[config.mk]
export PLATFORM = sky130hd
export DESIGN_NAME = tcmp_match_unit
export DESIGN_NICKNAME = d
export VERILOG_FILES = /design/src/rtl/tcmp_pkg.sv /design/src/rtl/tcmp_match_det.sv /design/src/rtl/tcmp_action.sv /design/src/rtl/tcmp_irq_flag.sv /design/src/rtl/tcmp_match_unit.sv
export SDC_FILE = /design/constraint.sdc
export NUM_CORES = 1
export LEC_CHECK = 0
export BUFFER_PORTS_ARGS = -buffer_cell sky130_fd_sc_hd__clkbuf_2
export CAP_MARGIN = 5
export CELL_PAD_IN_SITES_DETAIL_PLACEMENT = 0
export CELL_PAD_IN_SITES_GLOBAL_PLACEMENT = 1
export CORE_UTILIZATION = 20
export DETAILED_ROUTE_END_ITERATION = 12
export PLACE_DENSITY = 0.75
export SYNTH_ARGS = -nofsm -noshare
export SYNTH_HDL_FRONTEND = slang
export SYNTH_HIERARCHICAL = 1
export SYNTH_SLANG_ARGS = --single-unit
export TNS_END_PERCENT = 30
[constraint.sdc]
create_clock -name clk -period 5.2 [get_ports clk]
set_input_delay 1.04 -clock clk [delete_from_list [all_inputs] [get_ports clk]]
set_output_delay 1.04 -clock clk [all_outputs]
set_load 0.01 [all_outputs]
[src/rtl/tcmp_pkg.sv]
// Shared widths and mode encodings for the timer compare match unit.
package tcmp_pkg;
    localparam int TMR_W  = 16;
    localparam int MODE_W = 4;

    typedef enum logic [MODE_W-1:0] {
        MODE_OFF    = 4'b0000,
        MODE_SET_HI = 4'b1000,
        MODE_SET_LO = 4'b1001,
        MODE_FLAG   = 4'b1010,
        MODE_SPEC   = 4'b1011
    } tcmp_mode_e;

    // True for modes that act on a match.
    function automatic logic mode_active(input logic [MODE_W-1:0] m);
        return (m == MODE_SET_HI) || (m == MODE_SET_LO) ||
               (m == MODE_FLAG)   || (m == MODE_SPEC);
    endfunction
endpackage

[src/rtl/tcmp_match_det.sv]
// Match detector: full-width equality with a rising-edge qualifier.
// Assumes the timer and compare inputs are synchronous to clk.
// Produces a one-cycle combinational match strobe, and only in active modes.
module tcmp_match_det #(
    parameter int W = tcmp_pkg::TMR_W
) (
    input  logic                        clk,
    input  logic                        rst_n,
    input  logic [tcmp_pkg::MODE_W-1:0] mode_i,
    input  logic [W-1:0]                cmp_i,
    input  logic [W-1:0]                tmr_i,
    output logic                        match_o
);
    logic eq;
    logic eq_q;

    // Current equality of timer and compare value.
    assign eq = (cmp_i == tmr_i);

    // Remember last cycle's equality for edge detection.
    always_ff @(posedge clk) begin
        if (!rst_n) eq_q <= 1'b0;
        else        eq_q <= eq;
    end

    // Qualify the rising edge of equality with an active mode.
    assign match_o = eq && !eq_q && tcmp_pkg::mode_active(mode_i);

    p_single_match_r9: assert property (@(posedge clk) disable iff (!rst_n)
        match_o |=> !match_o);
    p_match_needs_eq_r2: assert property (@(posedge clk) disable iff (!rst_n)
        (tmr_i != cmp_i) |-> !match_o);
endmodule

[src/rtl/tcmp_action.sv]
// Action stage: the compare output latch and the timer restart pulse.
// Assumes match_i is a single-cycle strobe from the detector.
// Mode off forces the latch low; the restart pulse is registered.
module tcmp_action (
    input  logic                        clk,
    input  logic                        rst_n,
    input  logic [tcmp_pkg::MODE_W-1:0] mode_i,
    input  logic                        match_i,
    output logic                        out_o,
    output logic                        trig_o
);
    import tcmp_pkg::*;

    // Set/reset latch for the compare output.
    always_ff @(posedge clk) begin
        if (!rst_n)                              out_o <= 1'b0;
        else if (mode_i == MODE_OFF)             out_o <= 1'b0;
        else if (match_i && mode_i == MODE_SET_HI) out_o <= 1'b1;
        else if (match_i && mode_i == MODE_SET_LO) out_o <= 1'b0;
    end

    // One-cycle restart request in special event mode.
    always_ff @(posedge clk) begin
        if (!rst_n) trig_o <= 1'b0;
        else        trig_o <= match_i && (mode_i == MODE_SPEC);
    end

    p_set_high_r3: assert property (@(posedge clk) disable iff (!rst_n)
        (match_i && mode_i == MODE_SET_HI) |=> out_o);
    p_set_low_r4: assert property (@(posedge clk) disable iff (!rst_n)
        (match_i && mode_i == MODE_SET_LO) |=> !out_o);
    p_off_low_r10: assert property (@(posedge clk) disable iff (!rst_n)
        (mode_i == MODE_OFF) |=> !out_o);
    p_trig_pulse_r6: assert property (@(posedge clk) disable iff (!rst_n)
        trig_o |=> !trig_o);
    p_trig_mode_r6: assert property (@(posedge clk) disable iff (!rst_n)
        (mode_i != MODE_SPEC) |=> !trig_o);
endmodule

[src/rtl/tcmp_irq_flag.sv]
// Sticky interrupt flag: set by a match, cleared by a software strobe.
// Assumes match_i is already qualified by mode; a match wins over a clear.
module tcmp_irq_flag (
    input  logic clk,
    input  logic rst_n,
    input  logic match_i,
    input  logic clr_i,
    output logic flag_o
);
    // Flag update with set priority.
    always_ff @(posedge clk) begin
        if (!rst_n)       flag_o <= 1'b0;
        else if (match_i) flag_o <= 1'b1;
        else if (clr_i)   flag_o <= 1'b0;
    end

    p_set_wins_r8: assert property (@(posedge clk) disable iff (!rst_n)
        match_i |=> flag_o);
    p_sticky_r7: assert property (@(posedge clk) disable iff (!rst_n)
        (flag_o && !clr_i) |=> flag_o);
endmodule

[src/rtl/tcmp_match_unit.sv]
// Top of the timer compare match unit: detector, action stage and flag.
// Assumes the timer, the pin buffer and the register access sit outside.
module tcmp_match_unit (
    input  logic        clk,
    input  logic        rst_n,
    input  logic [3:0]  mode_i,
    input  logic [15:0] cmp_val_i,
    input  logic [15:0] tmr_val_i,
    input  logic        flag_clr_i,
    output logic        cmp_out_o,
    output logic        flag_o,
    output logic        tmr_rst_o
);
    logic match;

    tcmp_match_det #(.W(tcmp_pkg::TMR_W)) u_det (
        .clk(clk), .rst_n(rst_n), .mode_i(mode_i),
        .cmp_i(cmp_val_i), .tmr_i(tmr_val_i), .match_o(match)
    );

    tcmp_action u_act (
        .clk(clk), .rst_n(rst_n), .mode_i(mode_i),
        .match_i(match), .out_o(cmp_out_o), .trig_o(tmr_rst_o)
    );

    tcmp_irq_flag u_flag (
        .clk(clk), .rst_n(rst_n), .match_i(match),
        .clr_i(flag_clr_i), .flag_o(flag_o)
    );

    p_reset_quiet_r1: assert property (@(posedge clk)
        !rst_n |=> (!cmp_out_o && !flag_o && !tmr_rst_o));
endmodule

==> results.py <==
metrics = {
    "timing": {
        "skew_ns": 0.000522,
        "setup_viol": 0,
        "setup_ws_ns": 2.75,
        "rsz0062_at_grt": "no",
        "maxSlewViolCount": 0,
        "tightest_slew_ns": 0.321,
        "fin_crit_ns": 2.45,
        "hold_viol": 0,
        "fmax_mhz": 409,
        "slew_headroom": 0.783,
        "setup_tns_ns": 0,
        "min_period_over_period": 0.471,
    },
    "cells_and_area": {
        "drive_above_1_share": 0.561,
        "post-route-util": 0.380,
        "nNetsFinal": 123,
        "area_delta_synth_final_pct": 72.0,
        "multi_input_area_um2": 260,
        "register_area_um2": 80.1,
        "fillers": 184,
        "diodes": 0,
    },
    "flow_run": {
        "max_cap_viol_count": 0,
    },
    "worst_setup_path": {
        "cp_max_fo": 3,
        "r2r-end": "u_act/out_o$_SDFFE_PP0P_",
        "ff2ff_path_depth": 4,
        "endpoint_kind": "flop",
        "required_ns": 5.31,
        "r2r-start": "u_det/eq_q$_SDFF_PN0_",
        "critPathLaunchType": "primary input",
        "r2r_slack_ns": 4.00,
        "crit_type": "primary input to flop",
        "arrival_ns": 2.55,
    },
    "global_routing": {
        "grt_pass1_wl_um": 1590,
        "grt_max_degree": 6,
        "track_usage": 0.114,
        "gr-total-overflow": 0,
        "use_met1": 0.122,
        "grt_pass1_vias": 422,
        "grt_use_met2": 0.200,
        "gr-usage-met3": 0.0625,
        "grt.busiest_layer": "met2",
        "antenna_found_initial": 0,
    },
    "yosys": {
        "ys_ff_latch": 4,
        "synth_edf_count": 0,
        "synth_top_area_cell": "xor2_1",
        "syn-num-nets": 77,
        "synth_seq_area_share": 0.233,
        "synth_top_area_share": 0.407,
        "synth_common_cells": "xor2_1 (16), dfxtp_1 (4), nor4_1 (4)",
        "synth_cells": 38,
        "synth_area_um2": 344,
        "synth.distinct_cells": 15,
        "syn_avg_cell_area_um2": 9.05,
        "synthTopCellsByArea": "xor2_1 (41%), dfxtp_1 (23%), nor4_1 (7.3%)",
        "synth_flop_cell": "dfxtp_1",
        "yosysWarnings": 6,
        "synthArstFlopShare": 0,
        "synth.most_common_cell": "xor2_1",
    },
    "route": {
        "totalWireLength_um": 878,
        "drt_drc_violations_left": 2,
        "firstDrtPassIters": 8,
        "dr.first_iter.drc_count": 11,
        "avgViaCountPerCell": 4.40,
        "num_vias": 431,
        "detail_route.wl_per_cell_um": 8.96,
        "ant_nets": 0,
    },
    "die": {
        "core_area_um2": 1560,
        "num_rows": 14,
        "die_h_um": 43.5,
        "die_w_um": 43.5,
        "design.die.area_um2": 1890,
        "pin_count": 42,
        "start_util": 0.221,
    },
    "cts": {
        "cts_hold_buf": 0,
        "clkSlewWorstSetupHoldPaths_ns": 0.04,
        "cts-root-buf": "clkbuf_4",
        "clock_latency_ns": 0.23,
        "clock-sinks": 4,
        "cts_setup_buffers": 0,
        "h-tree-depth": 1,
        "cts_tree": "yes",
        "clockBufferDepth": 2,
        "cts_buffers": 3,
        "cts.repair.resized": 0,
    },
    "status": {
        "status": "finished, violations left",
        "violations": "DRC",
    },
    "placement": {
        "pre_cts_slack_ns": 2.51,
        "place.port_buffers": 41,
        "place_hpwl_um": 839,
        "gp_congestion": 0.633,
    },
    "min_path": {
        "min_from": "u_act/out_o$_SDFFE_PP0P_",
        "hp-class": "flop to flop",
        "holdPathStages": 2,
        "min_to": "u_act/out_o$_SDFFE_PP0P_",
    },
    "power": {
        "leakage_uw": 0.000309,
        "ir_drop_uv": 66.6,
        "power_density_nw_per_um2": 164,
    },
}
worst max-delay path by stage:
stage,to,from,depth (start not counted)
final,u_act/out_o$_SDFFE_PP0P_,tmr_val_i[1],8
after global routing,u_act/out_o$_SDFFE_PP0P_,tmr_val_i[1],8
after CTS,u_act/out_o$_SDFFE_PP0P_,tmr_val_i[1],8
after detailed placement,u_act/out_o$_SDFFE_PP0P_,tmr_val_i[1],8
after global placement,u_act/out_o$_SDFFE_PP0P_,tmr_val_i[6],8
after floorplan,u_act/out_o$_SDFFE_PP0P_,tmr_val_i[15],7
final cells by class:
cell class	instances	area share
Tap cell	16	0.0338
Clock buffer	3	0.0381
Multi-Input combinational cell	33	0.440
Timing Repair Buffer	41	0.347
Sequential cell	4	0.135
Inverter	1	0.00634
critical path: stages:
cell	delay, ns
clkbuf_2	0.08
xor2_1	0.15
nor4_1	0.33
nand4_1	0.19
nor4b_2	0.33
nand2_1	0.13
o31ai_1	0.20
a211oi_1	0.09
report_power, final:
part / total [µW] / internal, µW / leakage [µW] / switching [µW]
combinational: 28.0 / 16.5 / 0.000263 / 11.4
clock: 38.2 / 25.8 / 0.0000138 / 12.4
sequential: 30.9 / 30.9 / 0.0000322 / 0.000122
kinds of logic (layout without fill, tap and decap cells):
logic type | after synthesis | after routing | share of synthesized area
xor+xnor | 16 | 16 | 0.407
simple gates | 12 | 12 | 0.244
compound gates | 5 | 5 | 0.105
flops | 4 | 4 | 0.233
buf+inv | 1 | 45 | 0.0109
metrics by stage:
stage | area, µm² | hold slack, ns | cells | total power, µW
floorplan | 344 | 0.505 | 38 | 41.1
global placement | 569 | 0.483 | 95 | 59.2
detailed placement | 569 | 0.489 | 95 | 59.6
CTS | 592 | 0.495 | 98 | 99.1
global route | 592 | 0.532 | 98 | 105
finish | 592 | 0.491 | 98 | 97.0
cell usage in the layout (no fill, tap or decap), drive strengths merged:
cell type / instances
a21oi: 1
nor4b: 1
a211oi: 1
o41ai: 1
clkbuf: 44
dfxtp: 4
nand4b: 1
inv: 1
nand4: 1
nor2: 3
nor4: 4
o21a: 1
xor2: 16
nand2: 1
o31ai: 1
nor2b: 1
per-layer routing:
layer	vias to the layer above	wire length, µm
li1	225	-
met2	13	509
met3	0	51
met1	193	317
met4	0	0
met5	-	0
registers in the layout, summed over array words and instances (netlist names):
register / flops
u_act/out_o: 1
u_act/trig_o: 1
u_det/eq_q: 1
u_flag/flag_o: 1
(Power assumes the default switching activity.)
